`src/rtl/intc_pkg.sv`:
```
package intc_pkg;

    localparam int DATA_W = 32;
    localparam int SEL_W  = 4;

    // Word indices of the register port. The positions are fixed by software.
    typedef enum logic [SEL_W-1:0] {
        SEL_IRQ_PEND = 4'd0,
        SEL_ENABLE   = 4'd1,
        SEL_STEER    = 4'd2,
        SEL_CTRL     = 4'd3,
        SEL_FIQ_PEND = 4'd4,
        SEL_RAW      = 4'd8
    } reg_sel_e;

    typedef struct packed {
        logic [DATA_W-1:0] raw;
        logic [DATA_W-1:0] irq_word;
        logic [DATA_W-1:0] fiq_word;
    } pend_t;

    typedef struct packed {
        logic [DATA_W-1:0] enable;
        logic [DATA_W-1:0] steer;
    } cfg_t;

    // Mask of the source positions that exist, with the unused slot removed.
    function automatic logic [DATA_W-1:0] live_mask(input int n_src, input int hole);
        logic [DATA_W-1:0] m;
        for (int i = 0; i < DATA_W; i++) begin
            m[i] = (i < n_src) && (i != hole);
        end
        return m;
    endfunction

    function automatic logic [DATA_W-1:0] to_irq(input logic [DATA_W-1:0] raw,
                                                 input cfg_t c);
        return raw & c.enable & ~c.steer;
    endfunction

    function automatic logic [DATA_W-1:0] to_fiq(input logic [DATA_W-1:0] raw,
                                                 input cfg_t c);
        return raw & c.enable & c.steer;
    endfunction

endpackage

```
`src/rtl/intc_sync.sv`:
```
module intc_sync #(
    parameter int W      = 32,
    parameter int STAGES = 2
) (
    input  logic         clk,
    input  logic         rst,
    input  logic [W-1:0] d,
    output logic [W-1:0] q
);
    logic [W-1:0] stg [STAGES];

    for (genvar g = 0; g < STAGES; g++) begin : g_stage
        if (g == 0) begin : g_first
            always_ff @(posedge clk) begin
                if (rst) stg[0] <= '0;
                else     stg[0] <= d;
            end
        end else begin : g_next
            always_ff @(posedge clk) begin
                if (rst) stg[g] <= '0;
                else     stg[g] <= stg[g-1];
            end
        end
    end

    assign q = stg[STAGES-1];
endmodule

```
`src/rtl/intc_cfg.sv`:
```
module intc_cfg
    import intc_pkg::*;
(
    input  logic              clk,
    input  logic              rst,
    input  logic              wr,
    input  logic [SEL_W-1:0]  sel,
    input  logic [DATA_W-1:0] wdata,
    output cfg_t              cfg
);
    cfg_t cfg_q;

    always_ff @(posedge clk) begin
        if (rst) begin
            cfg_q <= '0;
        end else if (wr) begin
            // Only the two storage words accept writes.
            case (reg_sel_e'(sel))
                SEL_ENABLE: cfg_q.enable <= wdata;
                SEL_STEER:  cfg_q.steer  <= wdata;
                default:    ;
            endcase
        end
    end

    assign cfg = cfg_q;
endmodule

```
`src/rtl/intc_route.sv`:
```
module intc_route
    import intc_pkg::*;
#(
    parameter int NUM_SRC = 32,
    parameter int HOLE    = 14
) (
    input  logic              clk,
    input  logic              rst,
    input  logic [DATA_W-1:0] synced,
    input  cfg_t              cfg,
    output pend_t             pend,
    output logic              irq_q,
    output logic              fiq_q
);
    localparam logic [DATA_W-1:0] LIVE = live_mask(NUM_SRC, HOLE);

    always_comb begin
        pend.raw      = synced & LIVE;
        pend.irq_word = to_irq(pend.raw, cfg);
        pend.fiq_word = to_fiq(pend.raw, cfg);
    end

    always_ff @(posedge clk) begin
        if (rst) begin
            irq_q <= 1'b0;
            fiq_q <= 1'b0;
        end else begin
            irq_q <= |pend.irq_word;
            fiq_q <= |pend.fiq_word;
        end
    end
endmodule

```
`src/rtl/intc_steer.sv`:
```
module intc_steer
    import intc_pkg::*;
#(
    parameter int NUM_SRC     = 32,
    parameter int SYNC_STAGES = 2,
    parameter int HOLE        = 14
) (
    input  logic               clk,
    input  logic               rst,
    input  logic [NUM_SRC-1:0] src_i,
    input  logic               reg_wr,
    input  logic [SEL_W-1:0]   reg_word,
    input  logic [DATA_W-1:0]  reg_wdata,
    output logic [DATA_W-1:0]  reg_rdata,
    output logic               irq,
    output logic               fiq
);
    logic [NUM_SRC-1:0] sync_w;
    logic [DATA_W-1:0]  synced_w;
    cfg_t               cfg_w;
    pend_t              pend_w;

    intc_sync #(.W(NUM_SRC), .STAGES(SYNC_STAGES)) u_sync (
        .clk (clk),
        .rst (rst),
        .d   (src_i),
        .q   (sync_w)
    );

    if (NUM_SRC < DATA_W) begin : g_pad
        assign synced_w = {{(DATA_W-NUM_SRC){1'b0}}, sync_w};
    end else begin : g_full
        assign synced_w = sync_w;
    end

    intc_cfg u_cfg (
        .clk   (clk),
        .rst   (rst),
        .wr    (reg_wr),
        .sel   (reg_word),
        .wdata (reg_wdata),
        .cfg   (cfg_w)
    );

    intc_route #(.NUM_SRC(NUM_SRC), .HOLE(HOLE)) u_route (
        .clk    (clk),
        .rst    (rst),
        .synced (synced_w),
        .cfg    (cfg_w),
        .pend   (pend_w),
        .irq_q  (irq),
        .fiq_q  (fiq)
    );

    always_comb begin
        case (reg_sel_e'(reg_word))
            SEL_IRQ_PEND: reg_rdata = pend_w.irq_word;
            SEL_ENABLE:   reg_rdata = cfg_w.enable;
            SEL_STEER:    reg_rdata = cfg_w.steer;
            SEL_FIQ_PEND: reg_rdata = pend_w.fiq_word;
            SEL_RAW:      reg_rdata = pend_w.raw;
            default:      reg_rdata = '0;
        endcase
    end
endmodule

```
`config.mk`:
```
export PLATFORM = sky130hd
export DESIGN_NAME = intc_steer
export DESIGN_NICKNAME = d
export VERILOG_FILES = /design/src/rtl/intc_pkg.sv /design/src/rtl/intc_sync.sv /design/src/rtl/intc_cfg.sv /design/src/rtl/intc_route.sv /design/src/rtl/intc_steer.sv
export SDC_FILE = /design/constraint.sdc
export NUM_CORES = 1
export LEC_CHECK = 0
export ABC_AREA = 0
export BUFFER_PORTS_ARGS = -buffer_cell sky130_fd_sc_hd__buf_2
export CAP_MARGIN = 20
export CORE_MARGIN = 2
export CORE_UTILIZATION = 50
export CTS_CLUSTER_DIAMETER = 100
export CTS_CLUSTER_SIZE = 24
export DETAILED_ROUTE_END_ITERATION = 6
export GPL_TIMING_DRIVEN = 1
export PLACE_DENSITY = 0.73
export SLEW_MARGIN = 40
export SYNTH_ARGS = -nofsm -noshare
export SYNTH_HDL_FRONTEND = slang
export SYNTH_SLANG_ARGS = --single-unit
```
`constraint.sdc`:
```
create_clock -name clk -period 2 [get_ports clk]
set_input_delay 0.4 -clock clk [delete_from_list [all_inputs] [get_ports clk]]
set_output_delay 0.4 -clock clk [all_outputs]
set_load 0.05 [all_outputs]
```
==> run summary <==
Die Outline Area -> 0.0123 mm^2
Synthesized Nets -> 803
Starting Density -> 50.8%
Slew Viols, Final -> 0
Gpl congestion -> 0.844
Nets -> 911
Largest net degree at the start of global routing -> 71
FFs w/ async S/R, synth -> 0%
Post-synth EDFFs -> 0
Cell Int Power -> 5.16 mW
Launch point of the worst path -> reg_word[3]
Failing checks -> negative setup slack
Initial antenna violation count -> 0
Vias per Instance -> 5.62
P&R area growth vs syn -> 41.0%
Lkg Pwr -> 3.07 nW
Hold Path Origin -> src_i[12]
Most frequent cells after synthesis -> nand2_1 (204), dfxtp_1 (128), a21oi_1 (65)
Setup violators final -> 32
Crit. End Element -> output port
GRT Overall Usage -> 27.6%
Antenna-violating nets left -> 0
Worst Hold Class -> input port to flop
Gr ovfl total -> 0
Post-Synthesis Cell Area -> 0.00572 mm^2
Clock sinks -> 128
Synth top area cells -> dfxtp_1 (45%), nand2_1 (13%), nor2b_1 (6.8%)
NetSw -> 1.36 mW
Top-count cell post-synth -> nand2_1
Peak supply drop -> 0.000592 V
Htree depth -> 4
Syn_area_per_cell -> 7.82 um^2
CTS root buf -> clkbuf_16
Final worst slack -> -276 ps
Worst-skew pair later-pin latency -> 420 ps
Vias -> 5600
Placed cells -> 960
Worst R2R Path Depth -> 4
Top-area cell type share of the netlist area -> 44.8%
Sequential power share -> 41.2%
Synth area leader -> dfxtp_1
I/O pins -> 105
Core box area -> 0.0113 mm^2
First-pass GRT wire length -> 27000 um
Hold Path Stages -> 2
Drt first pass iters -> 5
CTS tree -> yes
Fin crit share -> 114%
Diode count -> 0
Sequential cell area fraction in the yosys report -> 44.8%
# DRC -> 0
Pwr Total -> 6.52 mW
Reg2Reg Launch Point -> u_cfg.cfg[0]
Synth warn -> 0
Critical Path AT -> 1880 ps
Power share of the clock group -> 53.1%
Die width -> 111 um
Dpl hpwl -> 10600 um
Type of origin of the critical path -> input port
Endpoints failing hold -> 0
PwrDens -> 808 mW/mm^2
Yosys reg bits -> 128
Fin Clk Skew -> 8.31 ps
RSZ-0062 raised after global routing -> true
TNS Setup -> -6870 ps
Final wirelength -> 16700 um
Logic pwr share -> 5.7%
Fmax -> 439 MHz
Fin cells -> 996
Outcome -> finished with violations
Post-synth top flop -> dfxtp_1
Minimum clock period -> 2280 ps
Initial DRC Count -> 387
Avg WL per Cell -> 16.8 um
Layout cell share with drive strength beyond 1 -> 29.8%
Max-Cap Viols -> 0
Unique cell type count in the Yosys netlist -> 33
CP Class -> input port to output port
Vias in the first global route -> 5568
Clk buf depth -> 2
Clk slew on worst S/H paths -> 50 ps
Cts hold-fix bufs -> 0
Worst-Margin Slew -> 589 ps
WP data required -> 1600 ps
CP Max Fanout -> 21
Sw frac -> 20.9%
TritonCTS Buffers -> 17
Dpl ws -> -363 ps
Post-Syn Instances -> 732
Row cnt -> 39
Rel. slew slack -> 60.7%
Buffers on Ports -> 103
Die Y -> 111 um
-- stage by stage --
step / utilization (%) / cell area [um^2] / hold slack, ps
after floorplan: - / 6180 / 414
after global placement: 61.7 / 6960 / 416
after detailed placement: 61.7 / 6960 / 422
after CTS: 70.8 / 7980 / 175
after global routing: 71.6 / 8070 / 183
final: 71.6 / 8070 / 184
-- area by class of cell --
cell class / instances / area, um^2
fillers: 815 / 3200
clock inverters: 11 / 210
multi-input cells: 558 / 3450
inverters: 1 / 3.75
repair buffers: 134 / 1220
flip-flops and latches: 128 / 2560
clock buffers: 21 / 450
well taps: 143 / 179
-- worst max-delay path: stages --
cell and delay [ps]:
buf_8 100, or4_4 590, buf_12 210, nor3b_2 210, o21ai_2 90, nand3_4 100, buf_8 150
-- registers in the layout, summed over array words and instances, names as in the netlist --
register	flops
u_cfg.cfg	64
u_route.fiq_q	1
u_route.irq_q	1
u_sync.stg	62
-- what timing repair did --
action	CTS	global route
gates resized for setup	98	15
pin swaps	1	2
gates cloned	1	1
setup endpoints to repair	32	32
setup buffers	1	1
-- metal layers --
metal  part of all wire (%)  global-route usage (%)  wire (um)  up-vias
met5                      0                       0          0        -
met4                    3.0                    13.6        501        0
met3                    6.2                    5.25       1040       35
met2                     50                    47.0       8270      216
met1                     41                    33.5       6900     2652
li1                       -                       -          -     2697
-- cells by family after synthesis --
family	after synthesis	synth area share (%)
compound gates	148	13.5
buf+inv	46	4.04
flops	128	44.8
mux	1	0.175
simple gates	409	37.5
-- cells in the final DEF (no fill, tap or decap), types with 4 or more instances in the layout --
master,n
a21oi_1,64
a31oi_1,5
and3_1,4
buf_12,8
buf_2,68
buf_4,15
buf_6,18
buf_8,23
bufinv_16,6
clkbuf_16,18
dfxtp_1,128
nand2_1,204
nand3_1,24
nand3_4,30
nand3b_1,6
nand4_1,4
nor2_1,31
nor2b_1,62
nor3b_2,27
nor4_1,4
o21ai_0,24
o21ai_1,16
o21ai_2,23
o22ai_1,10
-- power by group through the flow --
stage / registers [mW] / clock network (mW) / logic [mW]
finish: 2.69 / 3.47 / 0.372
global route: 2.69 / 3.60 / 0.400
CTS: 2.68 / 3.48 / 0.359
detailed placement: 2.74 / 0 / 0.335
global placement: 2.73 / 0 / 0.328
floorplan: 2.72 / 0 / 0.181
-- worst paths after layout --
check	endpoint	slack, ps
worst max-delay path	reg_rdata[7]	-280
worst min-delay path	u_sync.stg[0][12]	180
worst max register to register	u_route.irq_q	590
worst min register to register	u_sync.stg[1][11]	430
(Power assumes the default switching activity.)
